<file path="config.mk">
export PLATFORM = sky130hd
export DESIGN_NAME = wavePlayCtl
export DESIGN_NICKNAME = d
export VERILOG_FILES = /design/src/rtl/wpc_pkg.sv /design/src/rtl/wpc_ctrl.sv /design/src/rtl/wpc_dpath.sv /design/src/rtl/wavePlayCtl.sv
export SDC_FILE = /design/constraint.sdc
export NUM_CORES = 1
export LEC_CHECK = 0
export BUFFER_PORTS_ARGS = -buffer_cell sky130_fd_sc_hd__buf_2
export CAP_MARGIN = 20
export CORE_UTILIZATION = 57
export DETAILED_ROUTE_END_ITERATION = 7
export GPL_TIMING_DRIVEN = 0
export HOLD_SLACK_MARGIN = 0.15
export PLACE_DENSITY = 0.76
export SYNTH_ARGS = -nofsm -noshare
export SYNTH_HDL_FRONTEND = slang
export SYNTH_SLANG_ARGS = --single-unit
</file>
<file path="constraint.sdc">
create_clock -name clk -period 6.3 [get_ports clk]
set_clock_uncertainty 0.1 [all_clocks]
set_input_delay 0.63 -clock clk [delete_from_list [all_inputs] [get_ports clk]]
set_output_delay 0.63 -clock clk [all_outputs]
set_load 0.03 [all_outputs]
</file>
<file path="src/rtl/wpc_pkg.sv">
package wpc_pkg;
  localparam int MODE_W = 3;
  localparam logic [MODE_W-1:0] MODE_RAMP_UP = 3'd1;
  localparam int NUM_SEG = 2;
  localparam logic [1:0] REG_CTRL = 2'd0;
  localparam logic [1:0] REG_SEG_BASE = 2'd1;
  localparam logic [1:0] REG_DATA = 2'd3;

  typedef struct packed {
    logic restart;    // reload pointer, re-evaluate playback
    logic startPlay;  // begin ramp-up playback of selected segment
  } wpcStrobe_t;
endpackage

</file>
<file path="src/rtl/wpc_ctrl.sv">
module wpc_ctrl
  import wpc_pkg::*;
#(
  parameter int ADDR_W = 4,
  parameter int STEP_W = 8,
  parameter int HOST_W = 32
) (
  input  logic              clk,
  input  logic              rstN,
  input  logic              regWrEn,
  input  logic [1:0]        regAddr,
  input  logic [HOST_W-1:0] regWrData,
  input  logic              updIn,
  input  logic              trigIn,
  output wpcStrobe_t        strobe,
  output logic              ramEn,
  output logic [1:0]        playDest,
  output logic              segSel,
  output logic [ADDR_W-1:0] selStart,
  output logic [ADDR_W-1:0] selEnd,
  output logic [STEP_W-1:0] selStep,
  output logic [HOST_W-1:0] cfgRdWord
);
  localparam int CFG_W = STEP_W + 2 * ADDR_W + MODE_W;
  localparam int START_LSB = STEP_W;
  localparam int END_LSB = STEP_W + ADDR_W;
  localparam int MODE_LSB = STEP_W + 2 * ADDR_W;
  localparam logic [CFG_W-1:0] SEG_RESET = CFG_W'(1);

  logic [CFG_W-1:0] shadowSeg [NUM_SEG];
  logic [CFG_W-1:0] activeSeg [NUM_SEG];
  logic [2:0]       shadowCtrl;
  logic [2:0]       activeCtrl;

  // shadow bank
  always_ff @(posedge clk or negedge rstN) begin
    if (!rstN) begin
      shadowCtrl <= '0;
      for (int i = 0; i < NUM_SEG; i++) shadowSeg[i] <= SEG_RESET;
    end else if (regWrEn) begin
      if (regAddr == REG_CTRL) shadowCtrl <= regWrData[2:0];
      for (int i = 0; i < NUM_SEG; i++)
        if (regAddr == REG_SEG_BASE + 2'(i)) shadowSeg[i] <= regWrData[CFG_W-1:0];
    end
  end

  // active bank, committed by update strobe
  always_ff @(posedge clk or negedge rstN) begin
    if (!rstN) begin
      activeCtrl <= '0;
      for (int i = 0; i < NUM_SEG; i++) activeSeg[i] <= SEG_RESET;
    end else if (updIn) begin
      activeCtrl <= shadowCtrl;
      for (int i = 0; i < NUM_SEG; i++) activeSeg[i] <= shadowSeg[i];
    end
  end

  always_comb begin
    cfgRdWord = '0;
    if (regAddr == REG_CTRL) cfgRdWord = HOST_W'(shadowCtrl);
    for (int i = 0; i < NUM_SEG; i++)
      if (regAddr == REG_SEG_BASE + 2'(i)) cfgRdWord = HOST_W'(shadowSeg[i]);
  end

  // trigger synchronizer and edge detection
  logic syncA, syncB, syncLast, edgeDet, trigPulse, updPulse;
  always_ff @(posedge clk or negedge rstN) begin
    if (!rstN) begin
      syncA <= 1'b0;
      syncB <= 1'b0;
      syncLast <= 1'b0;
    end else begin
      syncA <= trigIn;
      syncB <= syncA;
      syncLast <= syncB;
    end
  end
  assign edgeDet = syncB ^ syncLast;

  always_ff @(posedge clk or negedge rstN) begin
    if (!rstN) begin
      trigPulse <= 1'b0;
      segSel <= 1'b0;
      updPulse <= 1'b0;
    end else begin
      trigPulse <= edgeDet;
      updPulse <= updIn;
      if (edgeDet) segSel <= ~syncB;  // rising -> 0, falling -> 1
    end
  end

  logic [CFG_W-1:0] selWord;
  assign selWord = activeSeg[segSel];
  assign selStep = selWord[STEP_W-1:0];
  assign selStart = selWord[START_LSB +: ADDR_W];
  assign selEnd = selWord[END_LSB +: ADDR_W];

  assign ramEn = activeCtrl[0];
  assign playDest = activeCtrl[2:1];

  always_comb begin
    strobe.restart = trigPulse | updPulse;
    strobe.startPlay = (trigPulse | updPulse) & ramEn &
                       (selWord[MODE_LSB +: MODE_W] == MODE_RAMP_UP);
  end

  AST_RISE_SEG0: assert property (@(posedge clk) disable iff (!rstN)
    (edgeDet && syncB) |=> (trigPulse && segSel == 1'b0));
  AST_FALL_SEG1: assert property (@(posedge clk) disable iff (!rstN)
    (edgeDet && !syncB) |=> (trigPulse && segSel == 1'b1));
  AST_NO_EDGE_NO_PULSE: assert property (@(posedge clk) disable iff (!rstN)
    !edgeDet |=> !trigPulse);
  AST_ACTIVE_HOLD: assert property (@(posedge clk) disable iff (!rstN)
    !updIn |=> ($stable(activeSeg[0]) && $stable(activeSeg[1]) && $stable(activeCtrl)));
endmodule

</file>
<file path="src/rtl/wpc_dpath.sv">
module wpc_dpath
  import wpc_pkg::*;
#(
  parameter int ADDR_W = 4,
  parameter int DATA_W = 16,
  parameter int STEP_W = 8,
  parameter int HOST_W = 32
) (
  input  logic              clk,
  input  logic              rstN,
  input  wpcStrobe_t        strobe,
  input  logic              ramEn,
  input  logic [ADDR_W-1:0] segStart,
  input  logic [ADDR_W-1:0] segEnd,
  input  logic [STEP_W-1:0] segStep,
  input  logic              regWrEn,
  input  logic              regRdEn,
  input  logic [1:0]        regAddr,
  input  logic [HOST_W-1:0] regWrData,
  input  logic [HOST_W-1:0] cfgRdWord,
  output logic [HOST_W-1:0] regRdData,
  output logic [ADDR_W-1:0] playAddr,
  output logic [DATA_W-1:0] playData,
  output logic              playActive,
  output logic              playDone
);
  localparam int DEPTH = 1 << ADDR_W;

  logic [DATA_W-1:0] ram [DEPTH];
  logic [ADDR_W-1:0] hostPtr;
  logic              dataSel, hostWr, hostRd, hostAcc;
  logic [STEP_W-1:0] stepCnt, effStep;
  logic              lastTick;

  assign dataSel = (regAddr == REG_DATA);
  assign hostWr = regWrEn && dataSel && !ramEn;
  assign hostRd = regRdEn && !regWrEn && dataSel && !ramEn;
  assign hostAcc = hostWr || hostRd;

  // host access pointer
  always_ff @(posedge clk or negedge rstN) begin
    if (!rstN) hostPtr <= '0;
    else if (strobe.restart) hostPtr <= segStart;
    else if (hostAcc) hostPtr <= (hostPtr == segEnd) ? segStart : hostPtr + ADDR_W'(1);
  end

  always_ff @(posedge clk or negedge rstN) begin
    if (!rstN) begin
      for (int i = 0; i < DEPTH; i++) ram[i] <= '0;
    end else if (hostWr) begin
      ram[hostPtr] <= regWrData[DATA_W-1:0];
    end
  end

  always_ff @(posedge clk or negedge rstN) begin
    if (!rstN) regRdData <= '0;
    else if (regRdEn && !regWrEn) begin
      if (dataSel) regRdData <= ramEn ? '0 : HOST_W'(ram[hostPtr]);
      else regRdData <= cfgRdWord;
    end
  end

  // ramp-up playback
  assign effStep = (segStep == '0) ? STEP_W'(1) : segStep;
  assign lastTick = (stepCnt == effStep - STEP_W'(1));

  always_ff @(posedge clk or negedge rstN) begin
    if (!rstN) begin
      playActive <= 1'b0;
      playDone <= 1'b0;
      playAddr <= '0;
      stepCnt <= '0;
    end else if (strobe.restart) begin
      playActive <= strobe.startPlay;
      playDone <= 1'b0;
      stepCnt <= '0;
      if (strobe.startPlay) playAddr <= segStart;
    end else if (!ramEn) begin
      playActive <= 1'b0;
    end else if (playActive) begin
      if (lastTick) begin
        stepCnt <= '0;
        if (playAddr == segEnd) begin
          playActive <= 1'b0;
          playDone <= 1'b1;
        end else begin
          playAddr <= playAddr + ADDR_W'(1);
        end
      end else begin
        stepCnt <= stepCnt + STEP_W'(1);
      end
    end
  end

  assign playData = ram[playAddr];

  AST_STEP_HOLD: assert property (@(posedge clk) disable iff (!rstN)
    (playActive && ramEn && !strobe.restart && !lastTick) |=> $stable(playAddr));
  AST_DONE_IDLE: assert property (@(posedge clk) disable iff (!rstN)
    playDone |-> !playActive);
  AST_DIS_IDLE: assert property (@(posedge clk) disable iff (!rstN)
    !ramEn |=> !playActive);
  AST_EN_BLOCKS_HOST: assert property (@(posedge clk) disable iff (!rstN)
    (ramEn && (regWrEn || regRdEn) && dataSel && !strobe.restart) |=> $stable(hostPtr));
  AST_PTR_WRAP: assert property (@(posedge clk) disable iff (!rstN)
    (hostAcc && !strobe.restart && hostPtr == segEnd) |=> (hostPtr == $past(segStart)));
endmodule

</file>
<file path="src/rtl/wavePlayCtl.sv">
module wavePlayCtl
  import wpc_pkg::*;
#(
  parameter int ADDR_W = 4,
  parameter int DATA_W = 16,
  parameter int STEP_W = 8,
  parameter int HOST_W = 32
) (
  input  logic              clk,
  input  logic              rstN,
  input  logic              regWrEn,
  input  logic              regRdEn,
  input  logic [1:0]        regAddr,
  input  logic [HOST_W-1:0] regWrData,
  output logic [HOST_W-1:0] regRdData,
  input  logic              updIn,
  input  logic              trigIn,
  output logic              segIdx,
  output logic [1:0]        playDest,
  output logic [ADDR_W-1:0] playAddr,
  output logic [DATA_W-1:0] playData,
  output logic              playActive,
  output logic              playDone
);
  wpcStrobe_t        strobe;
  logic              ramEn;
  logic [ADDR_W-1:0] selStart, selEnd;
  logic [STEP_W-1:0] selStep;
  logic [HOST_W-1:0] cfgRdWord;

  wpc_ctrl #(.ADDR_W(ADDR_W), .STEP_W(STEP_W), .HOST_W(HOST_W)) ctrl_i (
    .clk(clk), .rstN(rstN), .regWrEn(regWrEn), .regAddr(regAddr),
    .regWrData(regWrData), .updIn(updIn), .trigIn(trigIn), .strobe(strobe),
    .ramEn(ramEn), .playDest(playDest), .segSel(segIdx), .selStart(selStart),
    .selEnd(selEnd), .selStep(selStep), .cfgRdWord(cfgRdWord)
  );

  wpc_dpath #(.ADDR_W(ADDR_W), .DATA_W(DATA_W), .STEP_W(STEP_W), .HOST_W(HOST_W)) dpath_i (
    .clk(clk), .rstN(rstN), .strobe(strobe), .ramEn(ramEn), .segStart(selStart),
    .segEnd(selEnd), .segStep(selStep), .regWrEn(regWrEn), .regRdEn(regRdEn),
    .regAddr(regAddr), .regWrData(regWrData), .cfgRdWord(cfgRdWord),
    .regRdData(regRdData), .playAddr(playAddr), .playData(playData),
    .playActive(playActive), .playDone(playDone)
  );
endmodule

</file>
==> results of run 1 <==
## critical path: stages, from the launching register on
cell	delay (ns)
dfrtp_1	0.38
clkbuf_1	0.31
clkbuf_1	0.72
buf_1	0.74
mux4_2	0.64
mux4_2	0.54
buf_2	0.21
## registers in the layout (all words and copies together), names as in the netlist
| name | count |
|---|---|
| ctrl_i.syncLast | 1 |
| dpath_i.playDone | 1 |
| ctrl_i.activeSeg | 38 |
| ctrl_i.segSel | 1 |
| dpath_i.playActive | 1 |
| dpath_i.regRdData | 19 |
| dpath_i.stepCnt | 8 |
| dpath_i.playAddr | 4 |
| ctrl_i.shadowCtrl | 3 |
| ctrl_i.updPulse | 1 |
| ctrl_i.shadowSeg | 38 |
| dpath_i.hostPtr | 4 |
| ctrl_i.trigPulse | 1 |
| dpath_i.ram | 256 |
| ctrl_i.syncB | 1 |
| ctrl_i.activeCtrl | 3 |
| ctrl_i.syncA | 1 |
## layout make-up
type	instances	area, µm²	area share
multi-input combinational	779	9270	0.425
buffer	117	500	0.0230
timing repair buffer	78	553	0.0254
sequential	381	9540	0.438
tap	448	561	0.0257
clock buffer	60	1220	0.0560
clock inverter	16	118	0.00540
antenna	1	2.50	0.000115
inverter	9	33.8	0.00155
## power breakdown
| group | internal, mW | switching [mW] |
|---|---|---|
| combinational | 1.99 | 1.89 |
| clock | 1.39 | 0.982 |
| sequential | 3.24 | 0.592 |
## placed cells by master, fill, tap and decap left out, drive strengths merged, types with 7 or more instances in the layout
cell type	count
a21oi	21
a22o	15
buf	109
clkbuf	143
clkinv	12
conb	13
dfrtp	377
ha	7
inv	10
mux2	340
mux2i	21
mux4	160
nand2	45
nand3	9
nor2	19
o21ai	29
xnor2	14
## metrics by stage
| step | std cells | util | instance area [µm²] | hold WS (ns) | setup slack [ns] |
|---|---|---|---|---|---|
| CTS | 1882 | 0.649 | 21700 | 0.221 | 1.30 |
| global placement | 1799 | 0.605 | 20200 | 0.245 | -2.77 |
| floorplan | 1286 | - | 19300 | 0.231 | 2.67 |
| detailed placement | 1803 | 0.608 | 20300 | 0.239 | 1.87 |
| global route | 1889 | 0.652 | 21800 | 0.240 | 1.25 |
| finish | 1889 | 0.652 | 21800 | 0.234 | 1.49 |
## Yosys cell counts (3+ instances only)
library cell,n,share of area
a22oi_1,6,0.0023
xnor2_1,14,0.0064
ha_1,7,0.0045
dfstp_2,4,0.0054
o2bb2a_1,3,0.0016
mux2i_1,21,0.011
clkbuf_1,83,0.016
a21oi_1,21,0.0054
mux4_2,160,0.19
xor2_1,5,0.0023
a31oi_1,3,0.00097
nand2_1,45,0.0088
nand3_1,9,0.0023
dfrtp_1,377,0.49
nor2_1,19,0.0037
nor2b_1,3,0.00097
a221oi_1,3,0.0014
nand2b_1,5,0.0016
mux2_2,340,0.20
nor4_1,5,0.0016
o31ai_1,4,0.0016
buf_1,16,0.0031
buf_4,13,0.0051
nor3_1,6,0.0016
and3_1,6,0.0019
o21ai_0,28,0.0073
buf_2,4,0.0010
a22o_1,15,0.0068
inv_1,8,0.0016
## metal layers
| metal | vias up | GRT usage | routed length, µm |
|---|---|---|---|
| met3 | 82 | 0.0730 | 4130 |
| met2 | 519 | 0.474 | 23800 |
| met5 | - | 0 | 0 |
| li1 | 5128 | - | - |
| met4 | 0 | 0.0866 | 1220 |
| met1 | 6371 | 0.396 | 19800 |
## timing repair
action / in CTS / in global routing
setup buffers: 0 / 0
endpoints found under the setup margin: 0 / 0
endpoints found under the hold margin: 40 / 0
hold buffers: 3 / 0
## worst max path at each step
| stage | slack [ns] | endpoint |
|---|---|---|
| floorplan | 2.67 | playData[0] |
| global placement | -2.77 | dpath_i.ram[108]$_DFFE_PN0P_ |
| detailed placement | 1.87 | playData[14] |
| CTS | 1.30 | playData[14] |
| global route | 1.25 | playData[7] |
| finish | 1.49 | playData[7] |
## kinds of logic after synthesis
kind of cell / synth area share
buffers and inverters: 0.0277
AO/OA/AOI/OAI: 0.0378
other: 0.000194
AND/OR/NAND/NOR: 0.0305
adder cells (fa/ha/maj): 0.00506
flip-flops: 0.494
XOR/XNOR: 0.00862
multiplexers: 0.396
==> results.cfg, run 1 <==
[outcome]
status = finished clean

[logic_synthesis]
yosysUniqueCellTypes = 65
synthCells = 1274
yosys_most_used_dff = dfrtp_1
synth_enable_flop_cells = 0
ys_warn_count = 0
async_flop_share = 1.00
syn_avg_cell_area_um2 = 15.1
yosys_register_bits = 381
synth_area_mm2 = 0.0193
seq_area_frac_synth = 0.494

[global_route]
grt_max_degree = 127
gr-total-overflow = 0
grt_pass1_wl_um = 74500
antenna_found_initial = 1
grt_pass1_vias = 12300
track_usage = 0.294

[floorplan]
die_w_um = 186
rows = 67
fp.dieH_um = 186
coreArea_mm2 = 0.0334
dieArea_mm2 = 0.0346
start_util = 0.577
num_io_pins = 97

[power]
leakagePower_nw = 9.85
total_power_mw = 10.1
p_per_area_mw_per_mm2 = 463
ir_drop_mv = 0.193

[worst_setup_path]
r2r-start = dpath_i.hostPtr[1]$_DFFE_PN0P_
r2r_end = dpath_i.ram[55]$_DFFE_PN0P_
crit_path_end_kind = output port
crit_type = flip-flop to output port
critical_path_required_ns = 5.57
cp_max_fo = 10
crit_path_start_kind = flip-flop
r2r_cells = 9
crit_path_start = dpath_i.playAddr[0]$_DFFE_PN0P_
worstPathArrival_ns = 4.08
r2r_slack_ns = 1.90

[clock_network]
cts_htree_levels = 2
clock_sinks = 381
ctsResizeCount = 0
cts_max_path_buffers = 3
insertion_delay_ns = 0.54
numCtsBuffers = 41
clk_pin_slew_ns = 0.06
ctsRootBufferMaster = clkbuf_16
cts_tree = built

[detailed_routing]
drt-total-wl_um = 49000
vias = 12100
via_per_inst = 6.41
ant_nets = 0
firstDrtPassIters = 5
initialDrtViolationCount = 862
wl_per_cell_um = 25.9
drc = 0

[sta]
slew_violations = 0
tightest_slew_ns = 1.07
finalCriticalPeriod_ns = 4.81
finalSetupViolations = 0
grt_setup_unrepaired = false
post-route-period-util = 0.763
hold_violations = 0
tns_ns = 0
max_slew_margin = 0.287
max_freq_mhz = 208

[hold_path]
hold_class = primary input to flip-flop
holdPathEnd = ctrl_i.shadowSeg[35]$_DFFE_PN0P_
hold_start = regWrData[16]
whs_path_depth = 2

[placed_design]
dp_hpwl_um = 34200
numPortBuffers = 65
place.gp.congestion = 0.897

[final_layout]
fillCellCount = 2356
nNetsFinal = 1454
synthToLayoutAreaGrowth_pct = 12.9
drive_gt1_frac = 0.468

[run]
cap_viol_max_count = 0
Power figures use the tool's default switching activity.
==> run 2: changes to the inputs <==
- clock period: 6.3 -> 4.7 ns (I/O delays scaled with it)
==> results.cfg, run 2 (same netlist as run 1, synthesis figures left out) <==
[floorplan]
fp.dieH_um = 186
dieArea_mm2 = 0.0346
die_w_um = 186
start_util = 0.577
num_io_pins = 97
rows = 67
coreArea_mm2 = 0.0334

[clock_network]
cts_max_path_buffers = 3
clock_sinks = 381
ctsRootBufferMaster = clkbuf_16
cts_htree_levels = 2
insertion_delay_ns = 0.53
post_cts_buffers = 0
clk_pin_slew_ns = 0.06
cts_tree = built
numCtsBuffers = 41

[sta]
finalCriticalPeriod_ns = 4.50
post-route-period-util = 0.958
hold_violations = 0
grt_setup_unrepaired = false
slew_violations = 0
finalSetupViolations = 0
max_slew_margin = 0.284
max_freq_mhz = 222
tightest_slew_ns = 1.07

[detailed_routing]
wl_per_cell_um = 25.9
wl_met3_um = 4010
firstDrtPassIters = 5
top_layer_used = met4
initialDrtViolationCount = 908
ant_nets = 0
dr_wl_met2_um = 23700
vias = 12200
via_per_inst = 6.44
drc = 0
drt-total-wl_um = 48900
wl_met1_um = 19900

[global_route]
track_usage = 0.294
grt_pass1_vias = 12300
antenna_found_initial = 1
gr-total-overflow = 0
grt_pass1_wl_um = 74500
grt_max_degree = 127

[worst_setup_path]
crit_path_frequent_cell = mux4_2
slowest_stage = clkdlybuf4s15_1
crit_path_start_kind = flip-flop
worst_path_largest_cell_delay_ns = 0.74
crit_chain = clkbuf_1, clkdlybuf4s15_1, clkdlybuf4s15_2, mux4_2, mux4_2, buf_2
worstPathArrival_ns = 3.93
crit_path_end_kind = output port
crit_type = flip-flop to output port
cp_max_fo = 10
r2r_cells = 9
critical_path_required_ns = 4.13

[hold_path]
whs_path_depth = 2
hold_class = primary input to flip-flop

[placed_design]
dp.cells = 1803
numPortBuffers = 65
dpl-instance-area_mm2 = 0.0203
place.gp.congestion = 0.897
dp_hpwl_um = 34200

[power]
leakagePower_nw = 9.87
total_power_mw = 13.5
ir_drop_mv = 0.259
p_per_area_mw_per_mm2 = 620

[final_layout]
synthToLayoutAreaGrowth_pct = 13.1
final_cells = 1891
nNetsFinal = 1456
layout_commonest_cell = dfrtp_1
top_register = dpath_i.ram
fillCellCount = 2350
layout_common_cells = 377 x dfrtp_1, 340 x mux2_2, 160 x mux4_2
fin_area_mm2 = 0.0218
top_regs = dpath_i.ram: 256 flops, ctrl_i.activeSeg: 38 flops, ctrl_i.shadowSeg: 38 flops
drive_gt1_frac = 0.468
largest_reg_flops = 256
fin_util = 0.653

[outcome]
status = finished clean

[run]
cap_viol_max_count = 0
## run 2: changes by cell type in the layout (fill, tap and decap cells not counted)
cell,delta
buf_8,-1
clkbuf_2,+1
clkdlybuf4s15_1,+1
clkdlybuf4s15_2,+1
clkbuf_1,-1
dlygate4sd3_1,+3
buf_1,-2
## run 2: through the flow
stage               worst slack, ns  TNS (ns)  hold WS (ns)
floorplan                      1.23         0        0.0744
global placement              -4.21  -1574.05         0.245
detailed placement            0.426         0         0.239
CTS                         0.00773         0         0.184
global route                 0.0640         0         0.209
finish                        0.195         0         0.204
## run 2: area by class of cell
type                            instances  area (µm²)  share of cell area
Multi-Input combinational cell        779        9270               0.425
Timing Repair Buffer                   80         568              0.0260
Clock buffer                           60        1220              0.0559
Buffer                                117         515              0.0236
Tap cell                              448         561              0.0257
Antenna cell                            1        2.50            0.000115
Clock inverter                         16         118             0.00539
Sequential cell                       381        9540               0.437
Inverter                                9        33.8             0.00155
## run 2: worst paths after layout
check                                                 from                               end  slack, ns
min reg2reg                         ctrl_i.syncA$_DFF_PN0_            ctrl_i.syncB$_DFF_PN0_       0.27
max in group asynchronous                             rstN      dpath_i.ram[106]$_DFFE_PN0P_       2.23
min in group asynchronous                             rstN  ctrl_i.activeCtrl[2]$_DFFE_PN0P_       0.32
min                                          regWrData[13]  ctrl_i.shadowSeg[32]$_DFFE_PN0P_       0.20
max                        dpath_i.playAddr[0]$_DFFE_PN0P_                       playData[7]       0.20
max reg2reg                 dpath_i.hostPtr[1]$_DFFE_PN0P_       dpath_i.ram[60]$_DFFE_PN0P_       0.27
## run 2: routing by layer
metal | GRT usage | vias up
met5 | 0 | -
met4 | 0.0859 | 0
met3 | 0.0743 | 89
met2 | 0.474 | 518
met1 | 0.396 | 6433
li1 | - | 5136
## run 2: repair_timing
action	CTS	global route
hold buffers	6	0
cloned	0	0
endpoints found under the hold margin	46	0
resized for setup	2	4
endpoints found under the setup margin	10	10
pin swaps	0	0
## run 2: power breakdown
group	total, mW	internal (mW)	switching [mW]
Combinational	5.21	2.67	2.54
Sequential	5.14	4.35	0.792
Clock	3.17	1.86	1.31
## run 2: critical path, delay by kind of cell, from the launching register on
| kind | cells | cell delay [ns] |
|---|---|---|
| buffers and inverters | 4 | 1.89 |
| muxes | 2 | 1.11 |
| DFF | 1 | 0.40 |
